--- config.mk ---
export PLATFORM = sky130hd
export DESIGN_NAME = spi_sr_engine
export DESIGN_NICKNAME = d
export VERILOG_FILES = /design/src/rtl/spi_sr_pkg.sv /design/src/rtl/spi_sr_sync.sv /design/src/rtl/spi_sr_bitio.sv /design/src/rtl/spi_sr_timer.sv /design/src/rtl/spi_sr_engine.sv
export SDC_FILE = /design/constraint.sdc
export NUM_CORES = 1
export LEC_CHECK = 0
export BUFFER_PORTS_ARGS = -buffer_cell sky130_fd_sc_hd__buf_2
export CAP_MARGIN = 20
export CORE_MARGIN = 10
export CORE_UTILIZATION = 55
export CTS_CLUSTER_DIAMETER = 150
export DETAILED_ROUTE_END_ITERATION = 6
export GPL_TIMING_DRIVEN = 0
export HOLD_SLACK_MARGIN = 0.15
export PLACE_DENSITY = 0.73
export SYNTH_ARGS = -nofsm -noshare
export SYNTH_HDL_FRONTEND = slang
export SYNTH_SLANG_ARGS = --single-unit
--- constraint.sdc ---
create_clock -name clk -period 2.1 [get_ports clk]
set_input_delay 0.21 -clock clk [delete_from_list [all_inputs] [get_ports clk]]
set_output_delay 0.21 -clock clk [all_outputs]
set_load 0.01 [all_outputs]
--- src/rtl/spi_sr_pkg.sv ---
package spi_sr_pkg;

    localparam int unsigned BYTE_W = 8;

    localparam logic [BYTE_W-1:0] OP_WREN = 8'h06;
    localparam logic [BYTE_W-1:0] OP_RDSR = 8'h05;
    localparam logic [BYTE_W-1:0] OP_WRSR = 8'h01;

    // writable bits: SRP(7) TB(5) BP2(4) BP1(3) BP0(2)
    localparam logic [BYTE_W-1:0] SR_WR_MASK = 8'hBC;

    typedef enum logic [2:0] {
        ST_IDLE,
        ST_OPCODE,
        ST_RDSR,
        ST_WREN_END,
        ST_WRSR_DATA,
        ST_WRSR_END,
        ST_DISCARD
    } cmd_state_t;

endpackage

--- src/rtl/spi_sr_sync.sv ---
module spi_sr_sync #(
    parameter int unsigned WIDTH   = 4,
    parameter int unsigned STAGES  = 2,
    parameter logic [WIDTH-1:0] RST_VAL = '0
) (
    input  logic             clk,
    input  logic             rst_n,
    input  logic [WIDTH-1:0] din,
    output logic [WIDTH-1:0] dout
);

    logic [WIDTH-1:0] stage_q [STAGES];

    for (genvar g = 0; g < STAGES; g++) begin : g_stage
        if (g == 0) begin : g_first
            always_ff @(posedge clk or negedge rst_n) begin
                if (!rst_n) stage_q[g] <= RST_VAL;
                else        stage_q[g] <= din;
            end
        end else begin : g_next
            always_ff @(posedge clk or negedge rst_n) begin
                if (!rst_n) stage_q[g] <= RST_VAL;
                else        stage_q[g] <= stage_q[g-1];
            end
        end
    end

    assign dout = stage_q[STAGES-1];

endmodule

--- src/rtl/spi_sr_bitio.sv ---
module spi_sr_bitio
    import spi_sr_pkg::*;
#(
    parameter int unsigned BW = BYTE_W
) (
    input  logic          clk,
    input  logic          rst_n,
    input  logic          cs_s,
    input  logic          sclk_s,
    input  logic          mosi_s,
    input  logic          tx_en,
    input  logic [BW-1:0] tx_byte,
    output logic          sclk_rise,
    output logic          cs_rise,
    output logic          byte_done,
    output logic [BW-1:0] rx_byte,
    output logic          miso
);

    localparam int unsigned CW = $clog2(BW);
    localparam logic [CW-1:0] LAST = CW'(BW - 1);

    logic          sclk_d, cs_d, sclk_fall;
    logic [CW-1:0] bit_cnt;
    logic [BW-1:0] shreg, snap;

    assign sclk_rise = sclk_s & ~sclk_d & ~cs_s;
    assign sclk_fall = ~sclk_s & sclk_d & ~cs_s;
    assign cs_rise   = cs_s & ~cs_d;
    assign byte_done = sclk_rise && (bit_cnt == LAST);
    assign rx_byte   = {shreg[BW-2:0], mosi_s};

    always_ff @(posedge clk or negedge rst_n) begin
        if (!rst_n) begin
            sclk_d  <= 1'b0;
            cs_d    <= 1'b1;
            bit_cnt <= '0;
            shreg   <= '0;
        end else begin
            sclk_d <= sclk_s;
            cs_d   <= cs_s;
            if (cs_s) begin
                bit_cnt <= '0;
            end else if (sclk_rise) begin
                bit_cnt <= bit_cnt + 1'b1;
                shreg   <= rx_byte;
            end
        end
    end

    // output side: new byte snapshot at each byte start, bit on each fall
    always_ff @(posedge clk or negedge rst_n) begin
        if (!rst_n) begin
            miso <= 1'b0;
            snap <= '0;
        end else if (cs_s || !tx_en) begin
            miso <= 1'b0;
        end else if (sclk_fall) begin
            if (bit_cnt == '0) begin
                snap <= tx_byte;
                miso <= tx_byte[BW-1];
            end else begin
                miso <= snap[LAST - bit_cnt];
            end
        end
    end

endmodule

--- src/rtl/spi_sr_timer.sv ---
module spi_sr_timer #(
    parameter int unsigned TW_CYCLES = 64
) (
    input  logic clk,
    input  logic rst_n,
    input  logic start,
    output logic busy,
    output logic done
);

    localparam int unsigned CW = $clog2(TW_CYCLES + 1);

    logic [CW-1:0] cnt;

    always_ff @(posedge clk or negedge rst_n) begin
        if (!rst_n)              cnt <= '0;
        else if (start)          cnt <= CW'(TW_CYCLES);
        else if (cnt != '0)      cnt <= cnt - 1'b1;
    end

    assign busy = (cnt != '0);
    assign done = (cnt == CW'(1));

endmodule

--- src/rtl/spi_sr_engine.sv ---
module spi_sr_engine
    import spi_sr_pkg::*;
#(
    parameter int unsigned TW_CYCLES   = 64,
    parameter int unsigned SYNC_STAGES = 2
) (
    input  logic       clk,
    input  logic       rst_n,
    input  logic       cs_n,
    input  logic       sclk,
    input  logic       mosi,
    input  logic       wp_n,
    output logic       miso,
    output logic [3:0] prot_bits
);

    logic cs_s, sclk_s, mosi_s, wp_s;
    logic sclk_rise, cs_rise, byte_done, tx_en;
    logic [BYTE_W-1:0] rx_byte, status, sr_nv, pend;
    logic wel, busy, wr_done, start_wr, wr_allowed;
    cmd_state_t state, state_nx;

    spi_sr_sync #(
        .WIDTH(4), .STAGES(SYNC_STAGES), .RST_VAL(4'b1001)
    ) u_sync (
        .clk(clk), .rst_n(rst_n),
        .din({cs_n, sclk, mosi, wp_n}),
        .dout({cs_s, sclk_s, mosi_s, wp_s})
    );

    spi_sr_bitio #(.BW(BYTE_W)) u_bitio (
        .clk(clk), .rst_n(rst_n),
        .cs_s(cs_s), .sclk_s(sclk_s), .mosi_s(mosi_s),
        .tx_en(tx_en), .tx_byte(status),
        .sclk_rise(sclk_rise), .cs_rise(cs_rise),
        .byte_done(byte_done), .rx_byte(rx_byte), .miso(miso)
    );

    spi_sr_timer #(.TW_CYCLES(TW_CYCLES)) u_timer (
        .clk(clk), .rst_n(rst_n),
        .start(start_wr), .busy(busy), .done(wr_done)
    );

    assign status     = {sr_nv[7:2], wel, busy};
    assign prot_bits  = sr_nv[5:2];
    assign wr_allowed = !busy && wel && !(sr_nv[7] && !wp_s);

    // state register
    always_ff @(posedge clk or negedge rst_n) begin
        if (!rst_n) state <= ST_IDLE;
        else        state <= state_nx;
    end

    // next state
    always_comb begin
        state_nx = state;
        if (cs_s) begin
            state_nx = ST_IDLE;
        end else begin
            unique case (state)
                ST_IDLE:      state_nx = ST_OPCODE;
                ST_OPCODE: begin
                    if (byte_done) begin
                        if (rx_byte == OP_RDSR)
                            state_nx = ST_RDSR;
                        else if (rx_byte == OP_WREN && !busy)
                            state_nx = ST_WREN_END;
                        else if (rx_byte == OP_WRSR && wr_allowed)
                            state_nx = ST_WRSR_DATA;
                        else
                            state_nx = ST_DISCARD;
                    end
                end
                ST_WRSR_DATA: if (byte_done) state_nx = ST_WRSR_END;
                ST_WREN_END,
                ST_WRSR_END:  if (sclk_rise) state_nx = ST_DISCARD;
                ST_RDSR,
                ST_DISCARD:   state_nx = state;
                default:      state_nx = ST_IDLE;
            endcase
        end
    end

    // outputs and actions
    assign tx_en    = (state == ST_RDSR);
    assign start_wr = cs_rise && (state == ST_WRSR_END);

    always_ff @(posedge clk or negedge rst_n) begin
        if (!rst_n) begin
            wel   <= 1'b0;
            pend  <= '0;
            sr_nv <= '0;
        end else begin
            if (state == ST_WRSR_DATA && byte_done)
                pend <= rx_byte;
            if (wr_done) begin
                sr_nv <= (sr_nv & ~SR_WR_MASK) | (pend & SR_WR_MASK);
                wel   <= 1'b0;
            end else if (cs_rise && state == ST_WREN_END) begin
                wel <= 1'b1;
            end
        end
    end

endmodule

After elaboration in Yosys (flattened, before gate mapping)
Cells that the tools add are included.

Register bits after elaboration: 56. Bits of input ports: 6. Output and inout bits: 5. Logic and storage cells: 88.

Add/subtract/negate cells: 3. Magnitude comparators: 1. Equality and inequality tests: 15. Muxes and demuxes: 19. Bitwise operators: 11. Reductions and logical operators: 26.

Operator list (count): $mux 3 (8); $eq 8x3->1 const B (2); $pmux 3 s5 (1); $mux 7 (2); $eq 3x3->1 const B (4); $logic_and 1x1->1 (9); $eq 8x1->1 const B (1); $or 7x8->8 (1); $reduce_bool 2->1 (4); $eq 7x1->1 const B (1); $reduce_bool 7->1 (1); $sub 7x1->7 const B (1); $eq 3x2->1 const B (2); $logic_not 3->1 (2); $mux 1 (6); $ne 3x2->1 const B (2); $and 1x1->1 (5); $not 1->1 (5); $logic_not 1->1 (4); $lt 3x4->1 const B (1); $reduce_and 4->1 (1); $reduce_or 2->1 (2); $add 3x1->3 const B (1); $bmux 1 s3 (1); other kinds (8) (8).

Logic depth before layout (Yosys ltp)
Depth in word-level cells: 11. Depth in mapped cells: 6. Mapped depth without buffers: 6.

Modules after synthesis
From an unflattened synthesis, not the netlist that was laid out.

Cell total of the unflattened synthesis: 188. Area total of the unflattened synthesis: 2337.2 um2.

By module, submodules not included: spi_sr_bitio (instances 1, cells an instance 67, area an instance 929.6 um2, seq. area each 526.8 um2); spi_sr_engine (instances 1, cells an instance 71, area an instance 792.0 um2, seq. area each 350.3 um2); spi_sr_timer (instances 1, cells an instance 38, area an instance 380.4 um2, seq. area each 175.2 um2); spi_sr_sync (instances 1, cells an instance 12, area an instance 235.2 um2, seq. area each 205.2 um2).

Worst setup path after synthesis
OpenSTA, ideal clock, no wires.

Kind: register to register. From: register u_sync.stage_q, in the netlist u_sync.dout[3]. To: register u_bitio.snap[0]. Setup time: 0.125 ns. Arrival: 1.638 ns. Data required time: 1.975 ns. Setup slack: 0.337 ns. Stages on the path, launching flop included: 6. Buffers on the path: 1. Period minus slack after synthesis: 1.763 ns. Cells stage by stage: dfstp_2 -> buf_6 -> or4b_4 -> nor3_4 -> nand2_4 -> mux2_4.

Cells in the longest elaborated chain, start to end: 3. Elaborated cells between the ends (all ways): 5. Those cells by class: bitwise (3); reduce/logical (2).

RTL lines: start: declaration (line spi_sr_sync.sv:12) `logic [WIDTH-1:0] stage_q [STAGES];`; start signal: indexed assignment (line spi_sr_sync.sv:23) `else stage_q[g] <= stage_q[g-1];`; $not 1->1 (no source line) / $logic_or 1x1->1 (equally long branches); $and 1x1->1 / $not 1->1 (equally long branches); $reduce_and 3->1 (no source line) *; end signal: assignment (line spi_sr_bitio.sv:60) `snap <= tx_byte;`; end: declaration (line spi_sr_bitio.sv:25) `logic [BW-1:0] shreg, snap;`.

Every way passes the cells marked *; elsewhere a longest branch is shown, timed or not. A chain may end at the register's enable or synchronous reset.

Final worst setup path
From: register u_sync.stage_q, in the netlist u_sync.dout[2]. To: register pend[4].

Cells in the longest elaborated chain, start to end: 4.

RTL lines: $and 1x1->1 (2 in a row) (line spi_sr_bitio.sv:27) `assign sclk_rise = sclk_s & ~sclk_d & ~cs_s;`; $logic_and 1x1->1 (line spi_sr_bitio.sv:30) `assign byte_done = sclk_rise && (bit_cnt == LAST);`; $logic_and 1x1->1 (line spi_sr_engine.sv:94) `if (state == ST_WRSR_DATA && byte_done)`; end signal: assignment (line spi_sr_engine.sv:95) `pend <= rx_byte;`; end: declaration (line spi_sr_engine.sv:19) `logic [BYTE_W-1:0] rx_byte, status, sr_nv, pend;`.

No other way between the ends.

==> impl_metrics.csv <==
group,metric,value,unit
status,status,"finished, final reports clean",
global_route,antenna_found_initial,0,
floorplanning,die-area,7050,sq um
worst_setup_path,start_kind,"flop",
worst_setup_path,path_cells,"nor2b_1 > buf_2 > and2b_2 > buf_2 > nand4b_1 > mux2_2",
clock_tree,clk_latency,0.30,ns
placed_design,io_buffers,10,
timing,final.setup.worst_slack,0.187,ns
floorplanning,fp.dieH,84.0,microns
layout,fin_area,2530,sq um
layout,fin_nets,213,
timing,min_period,1.91,ns
synth,synth_area,2250,sq um
global_route,grt.total_usage,11.9,%
drt,vias,1406,
timing,fin_crit_sh,91.1,%
clock_tree,clock_sinks,49,
drt,drt_iter0_markers,133,
synth,synth_seq_cells,49,
clock_tree,clock_path_buffers,2,
layout,insertedDiodeCount,0,
clock_tree,cts_root_buf,"clkbuf_8",
pwr,ir_drop,639,uV
floorplanning,die_x,84.0,microns
worst_setup_path,crit_fanout,10,
drt,ant_nets,0,
floorplanning,rows,23,
layout,syn_to_final_growth,12.6,%
synth,synthDistinctLibCells,45,
clock_tree,postCtsSetupBuffers,0,
drt,viasPerCell,5.58,
worst_setup_path,worst_path_most_repeated_cell,"buf_2",
worst_setup_path,crit_family,"simple AND/OR/NAND/NOR gates",
global_route,grt_pass1_wl,7030,microns
drt,routedWlPerCell,15.5,microns
worst_setup_path,worst-setup-path-type,"flop to flop",
layout,multi_input_area,928,sq um
min_path,hp-start,"u_sync.stage_q[5]$_DFF_PN0_",
layout,seq_area,1230,sq um
synth,synthesis.nets,190,
pwr,p_leak,1.19,nW
min_path,hold_class,"flop to flop",
timing,fmax,523,MHz
synth,yosys_warnings,0,
timing,max_slew_margin,42.6,%
timing,rsz0062_at_grt,"false",
global_route,grt_pass1_vias,1543,
clock_tree,path_clk_slew,0.08,ns
timing,clock_skew,0.00646,ns
pwr,power.density,895,nW/um^2
floorplanning,pin_count,11,
timing,worst_pin_slew,0.859,ns
placed_design,place_congestion,0.794,
synth,synth_edf_count,0,
run,drv_cap,0,
timing,timing.hold.ws,0.355,ns
drt,wirelength,3910,microns
layout,drive_above_1_share,32.2,%
synth,synthFlopType,"dfrtp_1",
synth,synth_async_sr_flop_share,100,%
worst_setup_path,crit_start,"u_sync.dout[2]$_DFF_PN0_",
timing,report.final.setup_viol,0,
synth,syn_avg_cell_area,12.6,sq um
synth,netlist_instances,178,
placed_design,pre_cts_ws,0.175,ns
synth,synth_seq_area_share,54.8,%
clock_tree,numCtsBuffers,5,
drt,drc,0,
timing,setup_tns,0,ns
clock_tree,cts_resized,0,
clock_tree,cts_htree_levels,2,
global_route,globalRouteOverflowTotal,0,
worst_setup_path,regToRegStartpoint,"u_sync.dout[2]$_DFF_PN0_",
floorplanning,start_util,56.7,%
floorplanning,core,3970,sq um
worst_setup_path,crit_required,2.28,ns
placed_design,placed_area,2360,sq um
worst_setup_path,critPathMaxStageDelay,0.38,ns
timing,timing.final.hold_violations,0,
worst_setup_path,critPathSlowestCell,"dfrtp_1",
worst_setup_path,crit_path_end_kind,"flop",
layout,fillerInstances,329,
drt,drtPass1Iterations,5,
clock_tree,cts_tree,"done",
layout,layout_commonest_cell,"dfrtp_1",
worst_setup_path,path_buf_inv,2,
layout,final_cell_mix,"44 x dfrtp_1, 18 x mux2_2, 16 x nor2_1",
worst_setup_path,cp_data_arrival_time,2.10,ns
timing,slew_violations,0,
placed_design,hpwl,2860,microns
global_route,grt_max_degree,50,
worst paths after layout:
kind | cells past startpoint | end | slack [ns]
max | 6 | pend[4]$_DFFE_PN0P_ | 0.19
min | 0 | u_sync.dout[1]$_DFF_PN0_ | 0.35
max reg2reg | 6 | pend[4]$_DFFE_PN0P_ | 0.19
min reg2reg | 0 | u_sync.dout[1]$_DFF_PN0_ | 0.35
max in group asynchronous | 3 | u_sync.stage_q[7]$_DFF_PN1_ | 1.15
min in group asynchronous | 2 | u_bitio.snap[4]$_DFFE_PN0P_ | 0.37
synthesized netlist by cell type, types with 2 or more instances:
cell / instances / area share [%]
o21ai_0: 7 / 1.6
nand3b_1: 5 / 1.7
and2b_2: 2 / 0.78
dfrtp_1: 44 / 49
nand2_1: 5 / 0.83
nand3_1: 3 / 0.67
xnor2_1: 3 / 1.2
mux2_2: 18 / 9.0
xor2_1: 2 / 0.78
nor2_1: 16 / 2.7
buf_2: 3 / 0.67
a211oi_1: 2 / 0.67
inv_1: 9 / 1.5
nor4_1: 3 / 0.83
nor3b_1: 2 / 0.67
ha_1: 6 / 3.3
dfstp_2: 5 / 5.8
a21oi_1: 4 / 0.89
or4_1: 3 / 1.0
buf_4: 4 / 1.3
mux2_4: 7 / 4.7
o211ai_1: 2 / 0.67
cells by family (layout without fill, tap and decap cells):
| group | after synthesis | count (layout) | synth area share (%) |
|---|---|---|---|
| simple gates | 52 | 52 | 14.6 |
| flops | 49 | 49 | 54.8 |
| mux | 27 | 27 | 15.1 |
| compound gates | 22 | 22 | 6.28 |
| buf+inv | 17 | 41 | 4.00 |
| fa+ha+maj | 6 | 6 | 3.34 |
| xor+xnor | 5 | 5 | 1.95 |
layer usage:
| metal | global-route usage (%) | wire length [microns] | vias up | part of all wire, % |
|---|---|---|---|---|
| li1 | - | - | 671 | - |
| met1 | 13.8 | 1670 | 697 | 43 |
| met2 | 19.9 | 2000 | 28 | 51 |
| met3 | 3.61 | 150 | 10 | 3.8 |
| met4 | 4.57 | 87 | 0 | 2.2 |
| met5 | 0 | 0 | - | 0 |
state kept, by name, indices dropped and copies added (netlist names), 4 cells and up:
signal          cells
u_sync.dout         4
u_sync.stage_q      4
u_bitio.snap        7
pend                5
sr_nv               5
u_timer.cnt         7
u_bitio.shreg       7
metrics by stage:
step                      power, mW  cells  utilization [%]
after floorplan                1.54    178                -
after global placement         1.63    238             59.5
after detailed placement       1.68    238             59.5
after CTS                      2.28    251             63.3
after global routing           2.42    252             63.8
final                          2.27    252             63.8
report_power, final:
group,switching (mW),internal [mW],total (mW)
Sequential,0.155,1.09,1.24
Combinational,0.236,0.204,0.440
Clock,0.289,0.298,0.587
Total,0.680,1.59,2.27
layout make-up:
cell class | count | area share [%]
Buffer | 8 | 2.22
Clock buffer | 7 | 3.80
Clock inverter | 1 | 0.197
Inverter | 9 | 1.33
Multi-Input combinational cell | 112 | 36.6
Sequential cell | 49 | 48.6
Tap cell | 50 | 2.47
Timing Repair Buffer | 16 | 4.74
timing repair:
action / in CTS / in global routing
endpoints found under the setup margin: 0 / 0
endpoints found under the hold margin: 48 / 0
hold buffers: 5 / 0
Power figures use the tool's default switching activity.
